<file path="config.mk">
export PLATFORM = sky130hd
export DESIGN_NAME = spi_regbus_slave
export DESIGN_NICKNAME = d
export VERILOG_FILES = /design/src/rtl/spi_regbus_pkg.sv /design/src/rtl/spi_in_sync.sv /design/src/rtl/spi_byte_shifter.sv /design/src/rtl/spi_cmd_decode.sv /design/src/rtl/spi_regbus_slave.sv
export SDC_FILE = /design/constraint.sdc
export NUM_CORES = 1
export LEC_CHECK = 0
export BUFFER_PORTS_ARGS = -buffer_cell sky130_fd_sc_hd__buf_2
export CAP_MARGIN = 20
export CORE_ASPECT_RATIO = 1.2
export CORE_UTILIZATION = 39
export DETAILED_ROUTE_END_ITERATION = 10
export PLACE_DENSITY = 0.65
export SLEW_MARGIN = 25
export SYNTH_ARGS = -nofsm -noshare
export SYNTH_HDL_FRONTEND = slang
export SYNTH_SLANG_ARGS = --single-unit
</file>
<file path="constraint.sdc">
create_clock -name clk -period 3.1 [get_ports clk]
set_input_delay 0.155 -clock clk [delete_from_list [all_inputs] [get_ports clk]]
set_output_delay 0.155 -clock clk [all_outputs]
set_load 0.01 [all_outputs]
</file>
<file path="src/rtl/spi_regbus_pkg.sv">
package spi_regbus_pkg;

    parameter int unsigned SPI_DW      = 8;   // bits per serial byte
    parameter int unsigned SPI_SHORT_AW = 6;  // short register space address width
    parameter int unsigned SPI_LONG_AW = 10;  // long space address width
    parameter int unsigned SPI_SYNC    = 2;   // synchronizer depth

    typedef enum logic [1:0] {
        ST_CMD,    // waiting for the first command byte
        ST_LADDR,  // waiting for the second byte of a long command
        ST_DATA    // data bytes of a read or write
    } dec_st_e;

endpackage

</file>
<file path="src/rtl/spi_in_sync.sv">
module spi_in_sync #(
    parameter int unsigned STAGES = spi_regbus_pkg::SPI_SYNC
) (
    input  logic clk,
    input  logic rst_n,
    input  logic sck_i,
    input  logic cs_n_i,
    input  logic mosi_i,
    output logic sck_rise_o,
    output logic sck_fall_o,
    output logic cs_act_o,
    output logic mosi_o
);

    typedef struct packed {
        logic [STAGES-1:0] sck;
        logic [STAGES-1:0] cs_n;
        logic [STAGES-1:0] mosi;
        logic              sck_last;
    } sync_t;

    sync_t sync_d, sync_q;

    always_comb begin
        sync_d          = sync_q;
        sync_d.sck      = {sync_q.sck[STAGES-2:0], sck_i};
        sync_d.cs_n     = {sync_q.cs_n[STAGES-2:0], cs_n_i};
        sync_d.mosi     = {sync_q.mosi[STAGES-2:0], mosi_i};
        sync_d.sck_last = sync_q.sck[STAGES-1];
    end

    always_ff @(posedge clk or negedge rst_n) begin
        if (!rst_n) begin
            sync_q          <= '0;
            sync_q.cs_n     <= '1;
        end else begin
            sync_q <= sync_d;
        end
    end

    assign sck_rise_o = sync_q.sck[STAGES-1] & ~sync_q.sck_last;
    assign sck_fall_o = ~sync_q.sck[STAGES-1] & sync_q.sck_last;
    assign cs_act_o   = ~sync_q.cs_n[STAGES-1];
    assign mosi_o     = sync_q.mosi[STAGES-1];

endmodule

</file>
<file path="src/rtl/spi_byte_shifter.sv">
module spi_byte_shifter #(
    parameter int unsigned DW = spi_regbus_pkg::SPI_DW
) (
    input  logic          clk,
    input  logic          rst_n,
    input  logic          sck_rise_i,
    input  logic          sck_fall_i,
    input  logic          cs_act_i,
    input  logic          mosi_i,
    input  logic [DW-1:0] tx_byte_i,
    output logic          byte_done_o,
    output logic [DW-1:0] rx_byte_o,
    output logic          miso_o
);

    localparam int unsigned CW = $clog2(DW);
    localparam logic [CW-1:0] LAST_BIT = CW'(DW - 1);

    typedef struct packed {
        logic [DW-2:0] sh;   // bits received so far in this byte
        logic [CW-1:0] cnt;  // bit index within the byte
        logic [DW-1:0] tx;   // outgoing byte, MSB on MISO
    } shf_t;

    shf_t shf_d, shf_q;

    always_comb begin
        shf_d = shf_q;
        if (!cs_act_i) begin
            shf_d = '0;
        end else begin
            if (sck_rise_i) begin
                shf_d.sh  = {shf_q.sh[DW-3:0], mosi_i};
                shf_d.cnt = (shf_q.cnt == LAST_BIT) ? '0 : shf_q.cnt + 1'b1;
            end
            if (sck_fall_i) begin
                // first falling edge after a byte boundary presents a new byte
                if (shf_q.cnt == '0) begin
                    shf_d.tx = tx_byte_i;
                end else begin
                    shf_d.tx = {shf_q.tx[DW-2:0], 1'b0};
                end
            end
        end
    end

    always_ff @(posedge clk or negedge rst_n) begin
        if (!rst_n) begin
            shf_q <= '0;
        end else begin
            shf_q <= shf_d;
        end
    end

    assign byte_done_o = cs_act_i & sck_rise_i & (shf_q.cnt == LAST_BIT);
    assign rx_byte_o   = {shf_q.sh, mosi_i};
    assign miso_o      = shf_q.tx[DW-1];

endmodule

</file>
<file path="src/rtl/spi_cmd_decode.sv">
module spi_cmd_decode
    import spi_regbus_pkg::*;
#(
    parameter int unsigned DW       = SPI_DW,
    parameter int unsigned SHORT_AW = SPI_SHORT_AW,
    parameter int unsigned LONG_AW  = SPI_LONG_AW
) (
    input  logic               clk,
    input  logic               rst_n,
    input  logic               cs_act_i,
    input  logic               byte_done_i,
    input  logic [DW-1:0]      rx_byte_i,
    input  logic [DW-1:0]      bus_rdata_i,
    output logic [LONG_AW-1:0] bus_addr_o,
    output logic [DW-1:0]      bus_wdata_o,
    output logic               bus_we_o,
    output logic               bus_re_o,
    output logic               bus_long_o,
    output logic [DW-1:0]      tx_byte_o
);

    // long command: first byte carries the form bit and the upper address bits,
    // second byte carries the lower address bits and then the write flag
    localparam int unsigned HI_W   = DW - 1;
    localparam int unsigned LO_W   = LONG_AW - HI_W;
    localparam int unsigned LWR    = DW - 1 - LO_W;
    localparam int unsigned PAD_W  = LONG_AW - SHORT_AW;

    typedef struct packed {
        dec_st_e            st;
        logic               wr;
        logic               lng;
        logic [HI_W-1:0]    cmd_hi;
        logic [LONG_AW-1:0] ptr;
        logic [LONG_AW-1:0] addr;
        logic [DW-1:0]      wdata;
        logic               we;
        logic               re;
        logic [DW-1:0]      hold;
    } dec_t;

    dec_t dec_d, dec_q;

    function automatic logic [LONG_AW-1:0] step_addr(input logic [LONG_AW-1:0] p,
                                                      input logic lng);
        if (lng) begin
            return p + 1'b1;
        end
        return {{PAD_W{1'b0}}, p[SHORT_AW-1:0] + 1'b1};
    endfunction

    always_comb begin
        logic [LONG_AW-1:0] a;
        dec_d    = dec_q;
        dec_d.we = 1'b0;
        dec_d.re = 1'b0;
        a        = '0;
        if (dec_q.re) begin
            dec_d.hold = bus_rdata_i;
        end
        if (!cs_act_i) begin
            dec_d.st   = ST_CMD;
            dec_d.hold = '0;
        end else if (byte_done_i) begin
            unique case (dec_q.st)
                ST_CMD: begin
                    if (rx_byte_i[DW-1]) begin
                        dec_d.lng    = 1'b1;
                        dec_d.cmd_hi = rx_byte_i[HI_W-1:0];
                        dec_d.st     = ST_LADDR;
                    end else begin
                        a         = {{PAD_W{1'b0}}, rx_byte_i[SHORT_AW:1]};
                        dec_d.lng = 1'b0;
                        dec_d.wr  = rx_byte_i[0];
                        dec_d.st  = ST_DATA;
                        dec_d.ptr = a;
                        if (!rx_byte_i[0]) begin
                            dec_d.addr = a;
                            dec_d.re   = 1'b1;
                            dec_d.ptr  = step_addr(a, 1'b0);
                        end
                    end
                end
                ST_LADDR: begin
                    a         = {dec_q.cmd_hi, rx_byte_i[DW-1 -: LO_W]};
                    dec_d.wr  = rx_byte_i[LWR];
                    dec_d.st  = ST_DATA;
                    dec_d.ptr = a;
                    if (!rx_byte_i[LWR]) begin
                        dec_d.addr = a;
                        dec_d.re   = 1'b1;
                        dec_d.ptr  = step_addr(a, 1'b1);
                    end
                end
                ST_DATA: begin
                    dec_d.addr = dec_q.ptr;
                    dec_d.ptr  = step_addr(dec_q.ptr, dec_q.lng);
                    if (dec_q.wr) begin
                        dec_d.wdata = rx_byte_i;
                        dec_d.we    = 1'b1;
                    end else begin
                        dec_d.re = 1'b1;   // fetch the byte after this one
                    end
                end
                default: dec_d.st = ST_CMD;
            endcase
        end
    end

    always_ff @(posedge clk or negedge rst_n) begin
        if (!rst_n) begin
            dec_q    <= '0;
            dec_q.st <= ST_CMD;
        end else begin
            dec_q <= dec_d;
        end
    end

    assign bus_addr_o  = dec_q.addr;
    assign bus_wdata_o = dec_q.wdata;
    assign bus_we_o    = dec_q.we;
    assign bus_re_o    = dec_q.re;
    assign bus_long_o  = dec_q.lng;
    assign tx_byte_o   = dec_q.hold;

endmodule

</file>
<file path="src/rtl/spi_regbus_slave.sv">
module spi_regbus_slave
    import spi_regbus_pkg::*;
#(
    parameter int unsigned DW          = SPI_DW,
    parameter int unsigned SHORT_AW    = SPI_SHORT_AW,
    parameter int unsigned LONG_AW     = SPI_LONG_AW,
    parameter int unsigned SYNC_STAGES = SPI_SYNC
) (
    input  logic               clk,
    input  logic               rst_n,
    input  logic               spi_sck,
    input  logic               spi_cs_n,
    input  logic               spi_mosi,
    output logic               spi_miso,
    output logic [LONG_AW-1:0] bus_addr,
    output logic [DW-1:0]      bus_wdata,
    output logic               bus_we,
    output logic               bus_re,
    output logic               bus_long,
    input  logic [DW-1:0]      bus_rdata
);

    logic          sck_rise, sck_fall, cs_act, mosi_s;
    logic          byte_done;
    logic [DW-1:0] rx_byte, tx_byte;

    spi_in_sync #(.STAGES(SYNC_STAGES)) u_sync (
        .clk        (clk),
        .rst_n      (rst_n),
        .sck_i      (spi_sck),
        .cs_n_i     (spi_cs_n),
        .mosi_i     (spi_mosi),
        .sck_rise_o (sck_rise),
        .sck_fall_o (sck_fall),
        .cs_act_o   (cs_act),
        .mosi_o     (mosi_s)
    );

    spi_byte_shifter #(.DW(DW)) u_shift (
        .clk         (clk),
        .rst_n       (rst_n),
        .sck_rise_i  (sck_rise),
        .sck_fall_i  (sck_fall),
        .cs_act_i    (cs_act),
        .mosi_i      (mosi_s),
        .tx_byte_i   (tx_byte),
        .byte_done_o (byte_done),
        .rx_byte_o   (rx_byte),
        .miso_o      (spi_miso)
    );

    spi_cmd_decode #(.DW(DW), .SHORT_AW(SHORT_AW), .LONG_AW(LONG_AW)) u_dec (
        .clk         (clk),
        .rst_n       (rst_n),
        .cs_act_i    (cs_act),
        .byte_done_i (byte_done),
        .rx_byte_i   (rx_byte),
        .bus_rdata_i (bus_rdata),
        .bus_addr_o  (bus_addr),
        .bus_wdata_o (bus_wdata),
        .bus_we_o    (bus_we),
        .bus_re_o    (bus_re),
        .bus_long_o  (bus_long),
        .tx_byte_o   (tx_byte)
    );

endmodule

</file>
# Yosys cells after proc, flatten, opt, wreduce, memory -nomap -nowiden
# Index checks and enable logic that the tools add are counted.
classes:
  addsub: 6
  n_mul: 0
  div_mod_pow: 0
  magnitude_cmp: 0
  eq_ne: 7
  shift: 0
  n_mux: 39
  bitwise_logic: 7
  reduce_logical: 15
op_table:
  columns: ["op", "count"]
  rows:
  - ["20-bit case mux with 3 select lines", 1]
  - ["41-bit 2-to-1 mux", 1]
  - ["10-bit 2-to-1 mux", 4]
  - ["20-bit 2-to-1 mux", 2]
  - ["8-bit 2-to-1 mux", 5]
  - ["10-bit by 1-bit adder with 10-bit output (second input constant)", 2]
  - ["6-bit by 1-bit adder with 6-bit output (second input constant)", 3]
  - ["18-bit 2-to-1 mux", 1]
  - ["9-bit 2-to-1 mux", 2]
  - ["16-bit 2-to-1 mux", 1]
  - ["4-bit AND reduction", 4]
  - ["1-bit 2-to-1 mux", 14]
  - ["2-bit nonzero test", 5]
  - ["2-bit inequality test (second input constant)", 4]
  - ["7-bit 2-to-1 mux", 1]
  - ["2-bit 2-to-1 mux", 3]
  - ["2-bit case mux with 3 select lines", 1]
  - ["6-bit AND reduction", 1]
  - ["1-bit AND", 4]
  - ["3-bit by 1-bit adder with 3-bit output (second input constant)", 1]
  - ["3-bit == test (second input constant)", 1]
  - ["3-bit zero test", 1]
  - ["3-bit 2-to-1 mux", 1]
  - ["1-bit inverter", 3]
  - ["other kinds (8)", 8]
word_totals:
  register_bits: 74
  latch_bits: 0
  mem_bits_rw: 0
  rom_bits: 0
  inputBits: 13
  elab_cells: 91
  n_memories: 0

# Logic depth before layout (Yosys ltp)
# Gate-level depths: netlist of run 1.
depth:
  ltp_word: 11
  depth_mapped: 9
  depth_no_buf: 7

# Cells and area by module
# Synthesis of run 1 repeated with hierarchy kept, for this count alone.
unflattened:
  cells_unflattened: 405
  area_unflattened_um2: 4057.6
modules_own_cells:
  columns: ["module", "n_inst", "cells_per_inst", "area_per_inst_um2", "seq_area_each_um2"]
  rows:
  - ["spi_cmd_decode", 1, 305, 2887.8, 1226.2]
  - ["spi_byte_shifter", 1, 90, 973.4, 450.4]
  - ["spi_in_sync", 1, 10, 196.4, 177.7]

# Least setup slack after synthesis of run 1
# OpenSTA, ideal clock, no wires.
synth_timing:
  path_kind: "register to register"
  start: "register u_shift.shf_q[8] (netlist bit)"
  end: "register u_dec.dec_q[36] (netlist bit)"
  setup_time_ps: 101
  arrival_ps: 1867
  required_ps: 2999
  slack_ps: 1132
  path_stages_with_launch: 9
  path_buffers: 1
  period_less_slack_ps: 1968
  path_cell_list: "dfrtp_1 > ha_1 > ha_1 > nand4bb_1 > buf_2 > nor2_4 > nand2_2 > or4_4 > o311ai_2"
synth_via:
  elab_chain_cells: 3
synth_rtl:
  columns: ["item", "line_no", "source"]
  rows:
  - ["start, declared", "spi_byte_shifter.sv:25", "shf_t shf_d, shf_q;"]
  - ["start signal, assigned", "spi_byte_shifter.sv:49", "shf_q <= '0;"]
  - ["start signal, assigned", "spi_byte_shifter.sv:51", "shf_q <= shf_d;"]
  - ["3-bit == test", "spi_byte_shifter.sv:55", "assign byte_done_o = cs_act_i & sck_rise_i & (shf_q.cnt == LAST_BIT);"]
  - ["1-bit AND", "spi_byte_shifter.sv:55", null]
  - ["4-bit AND reduction (no line)", null, null]
  - ["end, declared", "spi_cmd_decode.sv:42", "dec_t dec_d, dec_q;"]
# No other way between the ends.
# A chain may end at the register's enable or synchronous reset.

# Final worst setup path of run 1
# Ends and elaborated chain as after synthesis.

==> results of run 1 <==
-- power groups by stage --
stage | Combinational [mW] | Sequential (mW) | Clock, mW
after global placement | 0.0550 | 1.00 | 0
after floorplan | 0.0281 | 0.996 | 0
after CTS | 0.0599 | 0.987 | 1.08
final | 0.0592 | 0.987 | 1.06
after detailed placement | 0.0568 | 1.00 | 0
after global routing | 0.0680 | 0.988 | 1.12
-- final timing paths --
kind / endpoint / depth (start not counted)
worst max-delay path: u_dec.dec_q[36]$_DFFE_PN0P_ / 7
worst min-delay path: u_dec.tx_byte_o[5]$_DFFE_PN0P_ / 3
worst max register to register: u_dec.dec_q[36]$_DFFE_PN0P_ / 7
worst min register to register: u_sync.mosi_o$_DFF_PN0_ / 0
max in group asynchronous: u_dec.dec_q[31]$_DFFE_PN0P_ / 2
min in group asynchronous: u_dec.dec_q[37]$_DFFE_PN0P_ / 2
-- flip-flops by register name (all words and copies together) (netlist names), 2 cells and up --
name               cells
u_dec.bus_wdata_o      8
u_shift.rx_byte_o      7
u_dec.tx_byte_o        8
u_sync.sync_d          4
u_sync.sync_q          2
u_shift.shf_q         10
u_dec.bus_addr_o      10
u_dec.dec_q           20
-- per-stage QoR --
step	util [%]	hold WS, ps	std cells
after detailed placement	41.7	263	506
after global placement	41.7	263	506
final	45.4	65.3	526
after CTS	45.2	8.78	525
after floorplan	-	-141	384
after global routing	45.4	68.1	526
-- worst max-delay path: stages (launching register included) --
cell and delay [ps]:
dfrtp_1 400, ha_1 170, ha_1 200, nand4bb_1 340
nor2_4 240, nand2_2 210, or4_4 600, o311ai_2 220
-- cell usage after synthesis (5+ instances only) --
library cell and instances:
a21oi_1 16, inv_1 10, xnor2_1 12, nor2_1 22, dfrtp_1 72, mux2_2 17
nand3_1 11, nor2b_1 5, nand2_1 58, o21ai_0 28, o31ai_1 9, ha_1 13
clkbuf_1 18, a221oi_1 7, mux2i_1 15, a22oi_1 5, buf_4 18, nand4_1 5
and3_1 5
-- area by class of cell --
type	count	share of cell area [%]
sequential	74	43.0
multi-input combinational	262	40.1
timing repair buffer	41	5.54
clock buffer	10	5.30
tap	123	3.57
clock inverter	6	1.65
inverter	10	0.870
-- placed cells by master, fill, tap and decap left out, types with 3 or more instances in the layout --
cell type / count
a21oi_1: 16
a221oi_1: 7
a22o_1: 4
a22oi_1: 5
and3_1: 5
buf_2: 33
buf_4: 3
clkbuf_16: 9
dfrtp_1: 72
dlygate4sd3_1: 4
ha_1: 13
inv_1: 10
inv_6: 3
mux2_2: 17
mux2i_1: 15
nand2_1: 58
nand3_1: 11
nand4_1: 5
nor2_1: 22
nor2b_1: 5
nor3b_1: 3
o21ai_0: 28
o31ai_1: 9
xnor2_1: 12
xor2_1: 4
-- cells by family after synthesis --
family	after synthesis	synth area share (%)
multiplexers	32	8.91
adder cells (fa/ha/maj)	13	4.24
buffers and inverters	48	6.49
XOR/XNOR	16	3.65
AND/OR/NAND/NOR	125	15.7
flip-flops	74	48.4
AO/OA/AOI/OAI	76	12.7
-- layer usage --
| metal | track usage [%] | wire length (µm) | up-vias |
|---|---|---|---|
| li1 | - | - | 1363 |
| met1 | 20.4 | 3510 | 1377 |
| met2 | 28.9 | 4090 | 69 |
| met3 | 4.48 | 319 | 16 |
| met4 | 8.13 | 196 | 0 |
| met5 | 0 | 0 | - |
==> results.ini, run 1 <==
[floorplanning]
initial_core_util_pct=40.3
ios=35
dieArea_um2=10200
die_h_um=111
core_region_area_um2=9520
rows=39
die_w_um=92.5

[route]
viasPerCell=5.37
firstDrtPassIters=4
drt_first_iter_violations=122
wirelength_um=8110
routedWlPerCell_um=15.4
remaining_drc_errors=0
vias=2825
ant_nets=0

[pwr]
finalPower_mw=2.10
power.ir.vdd_worst_v=0.000393
p_sw_mw=0.478
pwr-share-clk_pct=50.3
pwr-share-seq_pct=46.9
swShare_pct=22.7
p_comb_share_pct=2.8
p_per_area_nw_per_um2=487
p_leak_nw=2.00
p_int_mw=1.63

[synthesis]
synthCells=384
ys_ff_latch=74
synth.avg_cell_area_um2=9.99
yosysSeqAreaShare_pct=48.4
synth_edf_count=0
synthArstFlopShare_pct=100
synth.distinct_cells=45
syn-num-nets=410
syn_area_um2=3830
yosys-top-cells-area=dfrtp_1, nand2_1, mux2_2
synth_top_area_cell=dfrtp_1
synth_top_area_share_pct=47.0
yosysWarnings=0
synthFlopType=dfrtp_1

[critical_path]
end_kind=flip-flop
r2r_start=u_shift.shf_q[8]$_DFFE_PN0P_
crit_path_start_kind=flip-flop
required_ps=3340
crit_start=u_shift.shf_q[8]$_DFFE_PN0P_
arrival_ps=2710
cp_max_fo=16
worstSetupPathType=reg -> reg
r2r_setup_slack_ps=630

[clock_tree]
cts_setup_buffers=0
cts_buffer_depth=2
cts_buffers=9
cts_sinks=74
worstSkewPairLatency_ps=340
clk_pin_slew_ps=60
cts-hold-fix-buffers=3
cts_tree=done
htreeDepth=3
root_buffer=clkbuf_16
ctsResizeCount=0

[cells_and_area]
final_area_um2=4320
syn_to_final_growth_pct=12.6
final-seq-area_um2=1850
nNetsFinal=424
antenna_cells_inserted=0
num-fill-cells=908
multi_input_area_um2=1730
drive_gt1_share_pct=19.1

[sta]
setup_ws_ps=627
slew_violations=0
period_needed_ps=2470
fin_setup_tns_ps=0
setup_viol=0
slew_headroom_pct=40.6
rsz0062_at_grt=no
tightest_slew_ps=889
fin_skew_ps=6.20
hold_viol=0
fmax_mhz=404
finalCritPeriodShare_pct=79.8

[grt]
grt_pass1_wl_um=13700
antenna_found_initial=0
grt_max_degree=75
first_global_vias=2871
grt_overflow=0
track_usage_pct=17.3

[placement]
placed_cell_area_um2=3970
dp_hpwl_um=5470
preCtsSetupSlack_ps=655
io_buffers=34
place.gp.congestion=0.821

[flow_run]
drv_cap=0

[min_path]
hp-class=in -> reg
worstHoldStart=bus_rdata[5]

[outcome]
status=complete, no violations

(Power assumes the default switching activity.)
==> run 2: changes to the inputs <==
clock period = 2.4 ns   (was 3.1 ns; I/O delays follow)
==> results.ini, run 2 (synthesis gave the netlist of run 1 again) <==
[grt]
track_usage_pct=17.2  ; -0.041 points
first_global_vias=2873  ; +0.070%
antenna_found_initial=0  ; unchanged
grt_max_degree=75  ; unchanged
grt_pass1_wl_um=13900  ; +0.86%
grt_overflow=0  ; unchanged

[sta]
slew_violations=0  ; unchanged
setup_viol=0  ; unchanged
fin_skew_ps=4.33  ; -1.86 ps
rsz0062_at_grt=no
period_needed_ps=2050  ; -428 ps
fmax_mhz=489  ; +21%
tightest_slew_ps=664  ; -224 ps
fin_setup_tns_ps=0  ; unchanged
setup_ws_ps=355  ; -272 ps
finalCritPeriodShare_pct=85.2  ; +5.5 points
slew_headroom_pct=55.7  ; +15 points
hold_viol=0  ; unchanged

[critical_path]
timing.rr.end=u_dec.dec_q[34]$_DFFE_PN0P_
cp_max_fo=5  ; -11
r2r_setup_slack_ps=350  ; -270 ps
critPathTopFamily=simple AND/OR/NAND/NOR gates
crit_chain=ha_1 > ha_1 > nand4bb_1 > buf_4 > nor3b_1 > and3_1 > a22oi_1 > o21ai_0
cp_common_cell=ha_1
arrival_ps=2300  ; -410 ps
required_ps=2650  ; -690 ps
r2r_start=u_shift.shf_q[8]$_DFFE_PN0P_
path_buf_inv=1  ; +1
slowest_stage=dfrtp_1
critPathMaxStageDelay_ps=390  ; -210 ps
crit_path_start_kind=flip-flop
end_kind=flip-flop
worstRegToRegCells=8  ; +1
worstSetupPathType=reg -> reg

[min_path]
whs_endpoint=u_dec.tx_byte_o[4]$_DFFE_PN0P_
hp-class=in -> reg
holdPathStages=3  ; unchanged
worstHoldStart=bus_rdata[4]

[floorplanning]
die_w_um=92.5  ; unchanged
rows=39  ; unchanged
die_h_um=111  ; unchanged
ios=35  ; unchanged
dieArea_um2=10200  ; unchanged
core_region_area_um2=9520  ; unchanged
initial_core_util_pct=40.3  ; unchanged

[clock_tree]
clk_pin_slew_ps=60  ; about the same
worstSkewPairLatency_ps=330  ; about the same
cts_tree=done
cts_sinks=74  ; unchanged
cts_setup_buffers=0  ; unchanged
cts_buffer_depth=2  ; unchanged
htreeDepth=3  ; unchanged
cts_buffers=9  ; unchanged
cts-hold-fix-buffers=4  ; +1
ctsResizeCount=0  ; unchanged
root_buffer=clkbuf_16

[cells_and_area]
antenna_cells_inserted=0  ; unchanged
nNetsFinal=432  ; +1.9%
multi_input_area_um2=1730  ; unchanged
num-fill-cells=890  ; -2.0%
final_cell_mix=dfrtp_1, nand2_1, buf_2, o21ai_0, nor2_1
largest_reg_flops=20  ; unchanged
final-seq-area_um2=1850  ; unchanged
top_register=u_dec.dec_q
layout_commonest_cell=dfrtp_1
drive_gt1_share_pct=20.9  ; +1.8 points
syn_to_final_growth_pct=13.7

[placement]
dp_hpwl_um=5720  ; +4.6%
place.gp.congestion=0.843  ; +2.8%
io_buffers=34  ; unchanged
preCtsSetupSlack_ps=383  ; -271 ps

[route]
viasPerCell=5.29  ; -1.5%
routedWlPerCell_um=15.2  ; -1.8%
wirelength_um=8090  ; -0.26%
vias=2825  ; unchanged
remaining_drc_errors=0  ; unchanged
ant_nets=0  ; unchanged
firstDrtPassIters=4  ; unchanged
drt_first_iter_violations=124  ; +1.6%

[pwr]
p_comb_share_pct=3.2  ; +0.4 points
power.ir.vdd_worst_v=0.000364  ; -7.2%
p_int_mw=2.00  ; +23%
swShare_pct=23.9  ; +1.2 points
p_leak_nw=2.03  ; +1.9%
p_per_area_nw_per_um2=604  ; +24%
pwr-share-seq_pct=48.1  ; +1.2 points
pwr-share-clk_pct=48.7  ; -1.6 points
p_sw_mw=0.631  ; +32%

[flow_run]
drv_cap=0  ; unchanged

[outcome]
status=complete, no violations

run 2: cell count changes in the layout (fill, tap and decap cells not counted):
cell        delta
bufinv_16      -1
clkbuf_1       -1
clkinvlp_4     -1
clkinv_4       +1
buf_4          +8
inv_8          +1
clkinv_2       +1
run 2: power by group through the flow:
stage / clock network [mW] / logic [mW] / registers (mW)
after detailed placement: 0 / 0.0814 / 1.29
after global routing: 1.37 / 0.0974 / 1.27
after CTS: 1.31 / 0.0869 / 1.27
after global placement: 0 / 0.0797 / 1.29
final: 1.28 / 0.0844 / 1.27
after floorplan: 0 / 0.0363 / 1.29
run 2: metal layers:
metal  GRT usage (%)  vias to the layer above  wire, µm
li1                -                     1375         -
met1            21.2                     1379      3550
met2            29.1                       60      4140
met3            2.96                       11       290
met4            7.92                        0       115
met5               0                        -         0
run 2: how the worst max path moves through the flow:
| stage | start | endpoint | cells after the start |
|---|---|---|---|
| final | u_shift.shf_q[8]$_DFFE_PN0P_ | u_dec.dec_q[34]$_DFFE_PN0P_ | 8 |
| after CTS | u_shift.shf_q[8]$_DFFE_PN0P_ | u_dec.dec_q[36]$_DFFE_PN0P_ | 8 |
| after floorplan | u_shift.shf_q[8]$_DFFE_PN0P_ | u_dec.dec_q[36]$_DFFE_PN0P_ | 8 |
| after global placement | u_shift.shf_q[8]$_DFFE_PN0P_ | u_dec.dec_q[38]$_DFFE_PN0P_ | 6 |
| after global routing | u_shift.shf_q[8]$_DFFE_PN0P_ | u_dec.dec_q[34]$_DFFE_PN0P_ | 8 |
| after detailed placement | u_shift.shf_q[8]$_DFFE_PN0P_ | u_dec.dec_q[34]$_DFFE_PN0P_ | 8 |
run 2: cell type report:
cell class / count / area share [%]
Multi-Input combinational cell: 262 / 39.7
Sequential cell: 74 / 42.5
Inverter: 10 / 0.861
Clock inverter: 7 / 1.35
Tap cell: 123 / 3.53
Clock buffer: 9 / 5.16
Timing Repair Buffer: 49 / 6.86
run 2: stage by stage:
step	cells	util (%)	power (mW)	instance area [µm²]	hold WS, ps
floorplan	384	-	1.32	3830	-176
global placement	514	42.4	1.37	4030	229
detailed placement	514	42.4	1.37	4030	228
CTS	534	45.8	2.66	4360	20.2
global route	534	45.8	2.73	4360	32.8
finish	534	45.8	2.63	4360	28.0
run 2: worst reg2reg max path, stage by stage, from the launching register on:
cell and delay, ps:
dfrtp_1 390, ha_1 170, ha_1 200, nand4bb_1 190, buf_4 210, nor3b_1 350, and3_1 280, a22oi_1 100
o21ai_0 80
==> run 3: changes to the inputs <==
CORE_ASPECT_RATIO = 1.5   (was 1.2)
TNS_END_PERCENT = 20   (was default)
clock period = 2 ns   (was 2.4 ns; I/O delays follow)
==> results.ini, run 3 (synthesis gave the netlist of run 1 again) <==
[critical_path]
critPathMaxStageDelay_ps=370  ; -20 ps
arrival_ps=2180  ; -120 ps
path_buf_inv=3  ; +2
slowest_stage=dfrtp_1
crit_path_start_kind=flip-flop
cp_common_cell=buf_4
end_kind=flip-flop
r2r_setup_slack_ps=60  ; -300 ps
timing.rr.end=u_dec.bus_addr_o[8]$_DFFE_PN0P_
critPathCapture=u_dec.bus_addr_o[8]$_DFFE_PN0P_
worst-path-stages=9  ; +1
crit_chain=ha_1 > ha_1 > nand4bb_1 > nor2_4 > buf_4 > buf_4 > nand3_1 > buf_4 > o31ai_1
worstSetupPathType=reg -> reg
required_ps=2230  ; -420 ps
crit_start=u_shift.shf_q[9]$_DFFE_PN0P_
r2r_start=u_shift.shf_q[9]$_DFFE_PN0P_
cp_max_fo=18  ; +13
critPathTopFamily=simple AND/OR/NAND/NOR gates
worstRegToRegCells=9  ; +1

[clock_tree]
htreeDepth=3  ; unchanged
cts_buffer_depth=2  ; unchanged
cts_buffers=9  ; unchanged
cts_sinks=74  ; unchanged
worstSkewPairLatency_ps=330  ; about the same
root_buffer=clkbuf_16
cts_tree=done
clk_pin_slew_ps=60  ; about the same

[min_path]
hp-class=in -> reg

[floorplanning]
dieArea_um2=10200  ; about the same
die_h_um=123  ; +12%
ios=35  ; unchanged
core_region_area_um2=9630  ; +1.2%
die_w_um=83.0  ; -10%
rows=44  ; +13%
initial_core_util_pct=39.8  ; -0.50 points

[sta]
fin_setup_tns_ps=0  ; unchanged
fin_skew_ps=6.86  ; +2.53 ps
hold_viol=0  ; unchanged
tightest_slew_ps=579  ; -85.1 ps
setup_viol=0  ; unchanged
rsz0062_at_grt=yes
finalCritPeriodShare_pct=97.1  ; +12 points
slew_headroom_pct=61.4  ; +5.7 points
period_needed_ps=1940  ; -103 ps
fmax_mhz=515  ; +5.3%
hold_ws_ps=10.7  ; -17.3 ps
slew_violations=0  ; unchanged
setup_ws_ps=57.9  ; -297 ps

[grt]
track_usage_pct=18.1  ; +0.89 points
first_global_vias=3030  ; +5.5%
grt_max_degree=42  ; -44%
antenna_found_initial=0  ; unchanged
grt_overflow=0  ; unchanged
grt_pass1_wl_um=14400  ; +3.9%

[route]
drt_first_iter_violations=189  ; +52%
remaining_drc_errors=0  ; unchanged
viasPerCell=5.52  ; +4.4%
firstDrtPassIters=5  ; +1
wirelength_um=8860  ; +9.5%
vias=3020  ; +6.9%
routedWlPerCell_um=16.2  ; +6.9%
ant_nets=0  ; unchanged

[cells_and_area]
num-fill-cells=890  ; unchanged
nNetsFinal=453  ; +4.9%
top_register=u_dec.dec_q
largest_reg_flops=20  ; unchanged
syn_to_final_growth_pct=18.1
antenna_cells_inserted=0  ; unchanged
drive_gt1_share_pct=24.1  ; +3.1 points
layout_commonest_cell=dfrtp_1
final_cell_mix=dfrtp_1, nand2_1, buf_2, o21ai_0, buf_4
final_area_um2=4530  ; +3.8%

[pwr]
pwr-share-seq_pct=49.5  ; +1.4 points
pwr-share-clk_pct=46.4  ; -2.3 points
finalPower_mw=3.07  ; +16%
p_comb_share_pct=4.1  ; +0.9 points
p_per_area_nw_per_um2=677  ; +12%
p_int_mw=2.39  ; +19%
power.ir.vdd_worst_v=0.000425  ; +17%
p_leak_nw=2.14  ; +5.0%
p_sw_mw=0.674  ; +6.8%
swShare_pct=22.0  ; -2.0 points

[placement]
dp_hpwl_um=6440  ; +13%
preCtsSetupSlack_ps=42.7  ; -341 ps
placed_cell_area_um2=4160  ; +3.0%
place.gp.congestion=0.944  ; +12%
io_buffers=34  ; unchanged

[outcome]
status=complete, no violations

[flow_run]
drv_cap=0  ; unchanged

run 3: cell types whose count changed in the layout (fill, tap and decap cells not counted), sizes merged:
cell         before  now
buf              45   63
dlygate4sd3       4    7
clkinv            2    4
inv              14   10
clkbuf            9   11
run 3: worst min-delay path by stage:
stage | from | to | slack (ps) | cells past startpoint
after global placement | rst_n | u_dec.bus_wdata_o[0]$_DFFE_PN0P_ | 80 | 1
final | bus_rdata[2] | u_dec.tx_byte_o[2]$_DFFE_PN0P_ | 10 | 3
after CTS | bus_rdata[2] | u_dec.tx_byte_o[2]$_DFFE_PN0P_ | 3 | 3
after global routing | bus_rdata[2] | u_dec.tx_byte_o[2]$_DFFE_PN0P_ | 20 | 3
after floorplan | rst_n | u_dec.bus_addr_o[0]$_DFFE_PN0P_ | -200 | 0
after detailed placement | rst_n | u_dec.bus_wdata_o[4]$_DFFE_PN0P_ | 90 | 1
run 3: final cells by class:
type	count	area (µm²)	area share, %
clock inverter	5	31.3	0.691
sequential	74	1850	41.0
tap	115	144	3.18
multi-input combinational	262	1750	38.7
inverter	10	37.5	0.829
clock buffer	11	233	5.14
timing repair buffer	70	477	10.5
run 3: worst reg2reg max path: stages, from the launching register on:
cell and delay (ps):
dfrtp_1 370, ha_1 150, ha_1 150, nand4bb_1 200, nor2_4 170, buf_4 120, buf_4 110, nand3_1 100
buf_4 220, o31ai_1 240
run 3: repair_timing:
item / CTS / global route
resized for setup: 0 / 4
buffers inserted: 0 / 2
hold endpoints to repair: 39 / 0
hold buffers: 7 / 0
setup endpoints to repair: 0 / 13
run 3: routing by layer:
metal / vias up / global-route usage [%] / routed length [µm] / part of all wire (%)
met1: 1462 / 18.0 / 3320 / 37
met2: 103 / 32.1 / 4630 / 52
met3: 35 / 4.74 / 399 / 4.5
met4: 0 / 14.4 / 513 / 5.8
li1: 1420 / - / - / -
met5: - / 0 / 0 / 0
run 3: stage by stage:
stage,instances,utilization (%)
after floorplan,384,-
after global placement,522,43.1
after detailed placement,522,43.1
after CTS,545,46.6
after global routing,547,47.0
final,547,47.0
run 3: power by group through the flow:
| stage | combinational (mW) | sequential [mW] | clock, mW |
|---|---|---|---|
| final | 0.125 | 1.52 | 1.42 |
| after global routing | 0.142 | 1.52 | 1.53 |
| after CTS | 0.127 | 1.52 | 1.47 |
| after detailed placement | 0.117 | 1.54 | 0 |
| after global placement | 0.115 | 1.54 | 0 |
| after floorplan | 0.0435 | 1.54 | 0 |
